`src/rtl/bwu_pkg.sv`:
```
package bwu_pkg;
    localparam int NUM_REGIONS = 4;
    localparam int REG_BOOT    = 0;
    localparam int REG_MID     = 1;
    localparam int REG_PMEM    = 2;
    localparam int REG_CTRL    = 3;

    localparam int CFG_SEL_W   = 2;
    localparam int CFG_BOOT    = 0;
    localparam int CFG_MEM     = 1;
    localparam int CFG_IO      = 2;

    typedef enum logic [1:0] {
        ST_IDLE      = 2'd0,
        ST_SINGLE    = 2'd1,
        ST_LOW_HALF  = 2'd2,
        ST_HIGH_HALF = 2'd3
    } bwu_state_e;

    typedef struct packed {
        logic a0;
        logic bhe_n;
        logic we;
        logic wide;
    } bwu_req_t;
endpackage

```
`src/rtl/bwu_size_regs.sv`:
```
module bwu_size_regs
    import bwu_pkg::*;
#(
    parameter int SEL_W = CFG_SEL_W
) (
    input  logic             clk,
    input  logic             rst_n,
    input  logic             boot_wide_i,
    input  logic             cfg_wr_i,
    input  logic [SEL_W-1:0] cfg_sel_i,
    input  logic             cfg_val_i,
    output logic             boot_narrow_o,
    output logic             mem_narrow_o,
    output logic             io_narrow_o
);
    localparam logic [SEL_W-1:0] SEL_BOOT = SEL_W'(CFG_BOOT);
    localparam logic [SEL_W-1:0] SEL_MEM  = SEL_W'(CFG_MEM);
    localparam logic [SEL_W-1:0] SEL_IO   = SEL_W'(CFG_IO);

    logic boot_narrow_q, mem_narrow_q, io_narrow_q;

    // Boot width: loaded from the pin in reset, may only go from narrow to wide.
    always_ff @(posedge clk) begin
        if (!rst_n) begin
            boot_narrow_q <= ~boot_wide_i;
        end else if (cfg_wr_i && cfg_sel_i == SEL_BOOT) begin
            boot_narrow_q <= boot_narrow_q & cfg_val_i;
        end
    end

    always_ff @(posedge clk) begin
        if (!rst_n) begin
            mem_narrow_q <= 1'b0;
            io_narrow_q  <= 1'b0;
        end else if (cfg_wr_i) begin
            if (cfg_sel_i == SEL_MEM) mem_narrow_q <= cfg_val_i;
            if (cfg_sel_i == SEL_IO)  io_narrow_q  <= cfg_val_i;
        end
    end

    assign boot_narrow_o = boot_narrow_q;
    assign mem_narrow_o  = mem_narrow_q;
    assign io_narrow_o   = io_narrow_q;
endmodule

```
`src/rtl/bwu_width_sel.sv`:
```
module bwu_width_sel
    import bwu_pkg::*;
#(
    parameter int NREG = NUM_REGIONS
) (
    input  logic [NREG-1:0] region_hit_i,
    input  logic            io_i,
    input  logic            boot_narrow_i,
    input  logic            mem_narrow_i,
    input  logic            io_narrow_i,
    output logic            wide_o
);
    logic mem_space;
    assign mem_space = region_hit_i[REG_MID] | region_hit_i[REG_PMEM] | ~|region_hit_i;

    // Control block first, then I/O, then boot region, then shared memory bit.
    always_comb begin
        if (region_hit_i[REG_CTRL])      wide_o = 1'b1;
        else if (io_i)                   wide_o = ~io_narrow_i;
        else if (region_hit_i[REG_BOOT]) wide_o = ~boot_narrow_i;
        else if (mem_space)              wide_o = ~mem_narrow_i;
        else                             wide_o = 1'b1;
    end
endmodule

```
`src/rtl/bwu_cycle_fsm.sv`:
```
module bwu_cycle_fsm
    import bwu_pkg::*;
(
    input  logic       clk,
    input  logic       rst_n,
    input  logic       req_i,
    input  logic       a0_i,
    input  logic       bhe_n_i,
    input  logic       we_i,
    input  logic       wide_i,
    output logic       wide_o,
    output logic       addr0_o,
    output logic       bhe_n_o,
    output logic       whb_n_o,
    output logic       wlb_n_o,
    output logic       rd_n_o,
    output logic       lane_swap_o,
    output logic       done_o,
    output bwu_state_e state_o
);
    bwu_state_e state_q, state_d;
    bwu_req_t   cap_q;
    logic       split_req;

    assign split_req = ~a0_i & ~bhe_n_i & ~wide_i;

    always_comb begin
        state_d = state_q;
        unique case (state_q)
            ST_IDLE:      if (req_i) state_d = split_req ? ST_LOW_HALF : ST_SINGLE;
            ST_SINGLE:    state_d = ST_IDLE;
            ST_LOW_HALF:  state_d = ST_HIGH_HALF;
            ST_HIGH_HALF: state_d = ST_IDLE;
            default:      state_d = ST_IDLE;
        endcase
    end

    // State register; request attributes and width are frozen at cycle start.
    always_ff @(posedge clk) begin
        if (!rst_n) begin
            state_q <= ST_IDLE;
            cap_q   <= '{a0: 1'b0, bhe_n: 1'b1, we: 1'b0, wide: 1'b1};
        end else begin
            state_q <= state_d;
            if (state_q == ST_IDLE && req_i)
                cap_q <= '{a0: a0_i, bhe_n: bhe_n_i, we: we_i, wide: wide_i};
        end
    end

    always_comb begin
        wide_o      = cap_q.wide;
        addr0_o     = cap_q.a0;
        bhe_n_o     = cap_q.bhe_n;
        whb_n_o     = 1'b1;
        wlb_n_o     = 1'b1;
        rd_n_o      = 1'b1;
        lane_swap_o = 1'b0;
        done_o      = 1'b0;
        unique case (state_q)
            ST_IDLE: ;
            ST_SINGLE: begin
                whb_n_o     = cap_q.bhe_n | ~cap_q.we;
                wlb_n_o     = cap_q.a0 | ~cap_q.we;
                rd_n_o      = cap_q.we;
                lane_swap_o = ~cap_q.wide & cap_q.a0;
                done_o      = 1'b1;
            end
            ST_LOW_HALF: begin
                addr0_o = 1'b0;
                bhe_n_o = 1'b1;
                wlb_n_o = ~cap_q.we;
                rd_n_o  = cap_q.we;
            end
            ST_HIGH_HALF: begin
                addr0_o     = 1'b1;
                bhe_n_o     = 1'b0;
                whb_n_o     = ~cap_q.we;
                rd_n_o      = cap_q.we;
                lane_swap_o = 1'b1;
                done_o      = 1'b1;
            end
            default: ;
        endcase
    end

    assign state_o = state_q;
endmodule

```
`src/rtl/bus_width_unit.sv`:
```
module bus_width_unit
    import bwu_pkg::*;
(
    input  logic                   clk,
    input  logic                   rst_n,
    input  logic                   boot_wide_i,
    input  logic                   cfg_wr_i,
    input  logic [CFG_SEL_W-1:0]   cfg_sel_i,
    input  logic                   cfg_val_i,
    input  logic [NUM_REGIONS-1:0] region_hit_i,
    input  logic                   io_i,
    input  logic                   req_i,
    input  logic                   a0_i,
    input  logic                   bhe_n_i,
    input  logic                   we_i,
    output logic                   wide_o,
    output logic                   addr0_o,
    output logic                   bhe_n_o,
    output logic                   whb_n_o,
    output logic                   wlb_n_o,
    output logic                   rd_n_o,
    output logic                   lane_swap_o,
    output logic                   done_o
);
    logic       boot_narrow, mem_narrow, io_narrow, wide_sel;
    bwu_state_e fsm_state;

    bwu_size_regs #(.SEL_W(CFG_SEL_W)) u_regs (
        .clk(clk), .rst_n(rst_n), .boot_wide_i(boot_wide_i),
        .cfg_wr_i(cfg_wr_i), .cfg_sel_i(cfg_sel_i), .cfg_val_i(cfg_val_i),
        .boot_narrow_o(boot_narrow), .mem_narrow_o(mem_narrow), .io_narrow_o(io_narrow)
    );

    bwu_width_sel #(.NREG(NUM_REGIONS)) u_sel (
        .region_hit_i(region_hit_i), .io_i(io_i),
        .boot_narrow_i(boot_narrow), .mem_narrow_i(mem_narrow), .io_narrow_i(io_narrow),
        .wide_o(wide_sel)
    );

    bwu_cycle_fsm u_fsm (
        .clk(clk), .rst_n(rst_n), .req_i(req_i), .a0_i(a0_i), .bhe_n_i(bhe_n_i),
        .we_i(we_i), .wide_i(wide_sel), .wide_o(wide_o), .addr0_o(addr0_o),
        .bhe_n_o(bhe_n_o), .whb_n_o(whb_n_o), .wlb_n_o(wlb_n_o), .rd_n_o(rd_n_o),
        .lane_swap_o(lane_swap_o), .done_o(done_o), .state_o(fsm_state)
    );
endmodule

```
`config.mk`:
```
export PLATFORM = sky130hd
export DESIGN_NAME = bus_width_unit
export DESIGN_NICKNAME = d
export VERILOG_FILES = /design/src/rtl/bwu_pkg.sv /design/src/rtl/bwu_size_regs.sv /design/src/rtl/bwu_width_sel.sv /design/src/rtl/bwu_cycle_fsm.sv /design/src/rtl/bus_width_unit.sv
export SDC_FILE = /design/constraint.sdc
export NUM_CORES = 1
export LEC_CHECK = 0
export BUFFER_PORTS_ARGS = -buffer_cell sky130_fd_sc_hd__clkbuf_2
export CAP_MARGIN = 40
export CORE_MARGIN = 2
export CORE_UTILIZATION = 35
export CTS_CLUSTER_DIAMETER = 50
export DETAILED_ROUTE_END_ITERATION = 10
export GPL_ROUTABILITY_DRIVEN = 0
export MAX_ROUTING_LAYER = met4
export SLEW_MARGIN = 20
export SYNTH_ARGS = -nofsm -noshare
export SYNTH_HDL_FRONTEND = slang
export SYNTH_SLANG_ARGS = --single-unit
```
`constraint.sdc`:
```
create_clock -name clk -period 3.6 [get_ports clk]
set_clock_uncertainty 0.15 [all_clocks]
set_input_delay 0.18 -clock clk [delete_from_list [all_inputs] [get_ports clk]]
set_output_delay 0.18 -clock clk [all_outputs]
set_load 0.05 [all_outputs]
```
==> results_dict.tcl <==
set metrics [dict create \
    status "finished, final reports clean" \
    core_area_um2 1490 \
    drc 0 \
    ant_nets 0 \
    synth_ff_type "dfxtp_1" \
    total_power_w 0.000249 \
    holdPathEnd "u_fsm.cap_q[2]$_SDFFE_PN1P_" \
    final_common_cell "clkbuf_2" \
    clock_path_buffers 2 \
    num_antenna_cells 0 \
    ir_drop_mv 0.180 \
    criticalPathCategory "reg -> out" \
    ctsRootBufferMaster "clkbuf_4" \
    reg2reg_from "u_fsm.state_o[1]$_SDFFE_PN0P_" \
    rows 14 \
    worstSkewPairLatency_ns 0.25 \
    synth_top_area_frac 0.288 \
    cap_violations 0 \
    dp_hpwl_um 900 \
    fin_crit_sh 0.540 \
    reg2regPathDepth 6 \
    hp-start "bhe_n_i" \
    fin_setup_tns_ns 0 \
    syn-num-nets 87 \
    power.leakage_nw 0.335 \
    antenna_found_initial 0 \
    ios 24 \
    hold_violations 0 \
    rrSetupSlack_ns 2.02 \
    postSynthCellCount 66 \
    pwr_density_cell_nw_per_um2 349 \
    period_minus_slack_ns 1.94 \
    vias 507 \
    clkTransAtPathRegs_ns 0.06 \
    synth_cell_type_count 24 \
    wl_per_cell_um 10.2 \
    synth_top_family_by_area "simple AND/OR/NAND/NOR gates" \
    start_kind "flop" \
    cp.arrival_ns 1.61 \
    synth_area_leaders "dfxtp_1 (29%), ha_1 (11%), nand2_1 (7.4%), mux2i_1 (5.4%), edfxtp_1 (5.4%)" \
    synth_top_area_cell "dfxtp_1" \
    ys_seq_elements 9 \
    portBuffers 21 \
    gr-usage-all-layers 0.125 \
    syn_avg_cell_area_um2 8.42 \
    setup_violations 0 \
    hold_path_class "in -> reg" \
    mostFrequentLayoutCells "clkbuf_2 (21), nand2_1 (11), dfxtp_1 (8)" \
    rsz0062_at_grt "no" \
    cts_tree "built" \
    grt_start_max_net_pins 12 \
    dieArea_um2 1920 \
    dr.pass1.iters 4 \
    die_x_um 43.8 \
    drt_iter0_markers 4 \
    via_per_inst 4.74 \
    fp.dieH_um 43.8 \
    cts_made_buffers 3 \
    r2r-end "u_fsm.state_o[1]$_SDFFE_PN0P_" \
    drive_gt1_frac 0.308 \
    htreeDepth 1 \
    synthXorXnorAreaFrac 0 \
    drt_wl_total_um 1090 \
    ys_warn_count 0 \
    nets 113 \
    relSlewSlack 0.816 \
    synth_edf_count 1 \
    cts_num_sinks 9 \
    start_util 0.373 \
    yosys.area_share.adder 0.113 \
    grt_pass1_wl_um 1630 \
    achievable-frequency_mhz 515 \
    synth_compound_area_frac 0.164 \
    worst_pin_slew_ns 0.277 \
    yosys.area_share.simple 0.252 \
    syn_area_um2 556 \
    cts-resized-gates 0 \
    end_kind "output port" \
    synthMuxAreaShare 0.0946 \
    hold_depth 3 \
    finalMaxSlewViolations 0 \
    async_flop_share 0 \
    cts_setup_buffers 0 \
    worst_ep_required_time_ns 3.27 \
    grt_pass1_vias 373 \
    synth_seq_area_share 0.342 \
    area_delta_synth_final_pct 28.4 \
    critPathMaxFanout 7 \
    grt_remaining_overflow 0 \
]
[worst max path at each step]
stage | start | end | slack [ns] | cells past startpoint
floorplan | u_fsm.state_o[1]$_SDFFE_PN0P_ | lane_swap_o | 1.46 | 4
global placement | u_fsm.state_o[1]$_SDFFE_PN0P_ | done_o | 1.95 | 4
detailed placement | u_fsm.state_o[1]$_SDFFE_PN0P_ | done_o | 1.93 | 4
CTS | u_fsm.state_o[1]$_SDFFE_PN0P_ | done_o | 1.64 | 4
global route | u_fsm.state_o[1]$_SDFFE_PN0P_ | wlb_n_o | 1.52 | 7
finish | u_fsm.state_o[1]$_SDFFE_PN0P_ | done_o | 1.66 | 4
[worst max-delay path, cell delays in order (launching register included)]
cell,delay [ns]
dfxtp_1,0.46
inv_1,0.12
ha_1,0.25
or2_2,0.30
clkbuf_2,0.24
[registers in the layout, summed over array words and instances (netlist names)]
signal / flops
u_fsm.cap_q: 3
u_fsm.state_o: 2
u_fsm.wide_o: 1
u_regs.boot_narrow_o: 1
u_regs.io_narrow_o: 1
u_regs.mem_narrow_o: 1
[layer usage]
metal  share of wire  track usage  up-vias
met4          0.0082       0.0545        0
met2            0.44        0.144        7
met3           0.034       0.0750        2
met1            0.52        0.168      223
li1                -            -      275
met5               0            -        -
[synthesized netlist by cell type, types with 2 or more instances]
cell	number
a21boi_0	2
a21oi_1	3
and2_1	2
dfxtp_1	8
ha_1	5
inv_1	4
mux2i_1	3
nand2_1	11
nand2b_1	2
nand3_1	2
nand3b_1	2
nor2_1	3
nor2b_1	4
o21ai_0	4
or2_2	2
[where the power goes]
group | internal [W] | switching (W)
clock network | 0.0000426 | 0.0000331
registers | 0.000107 | 0.00000485
logic | 0.0000222 | 0.0000388
[area by class of cell]
type | count | area [um^2]
Inverter | 4 | 15.0
Clock buffer | 4 | 26.3
Fill cell | 152 | 776
Timing Repair Buffer | 22 | 115
Tap cell | 16 | 20.0
Multi-Input combinational cell | 52 | 347
Sequential cell | 9 | 190
[through the flow]
stage	std cells	setup WS, ns	hold WS [ns]	area (um^2)	util
4_1_cts	107	1.64	0.0138	713	0.479
3_5_place_dp	102	1.93	0.275	677	0.455
3_3_place_gp	102	1.95	0.264	677	0.455
5_1_grt	107	1.52	0.0422	713	0.479
2_1_floorplan	66	1.46	0.154	556	-
6_report	107	1.66	0.0266	713	0.479
[kinds of logic after synthesis]
logic type,count (synthesis)
DFF,9
and+or+nand+nor,28
buffers and inverters,5
AOI/OAI and AO/OA,14
muxes,5
adders and majority gates,5
[repair_timing]
action,CTS,global route
endpoints found under the hold margin,1,0
hold buffers,1,0
setup endpoints to repair,0,0
No activity file was read; power rests on OpenSTA's default activity.
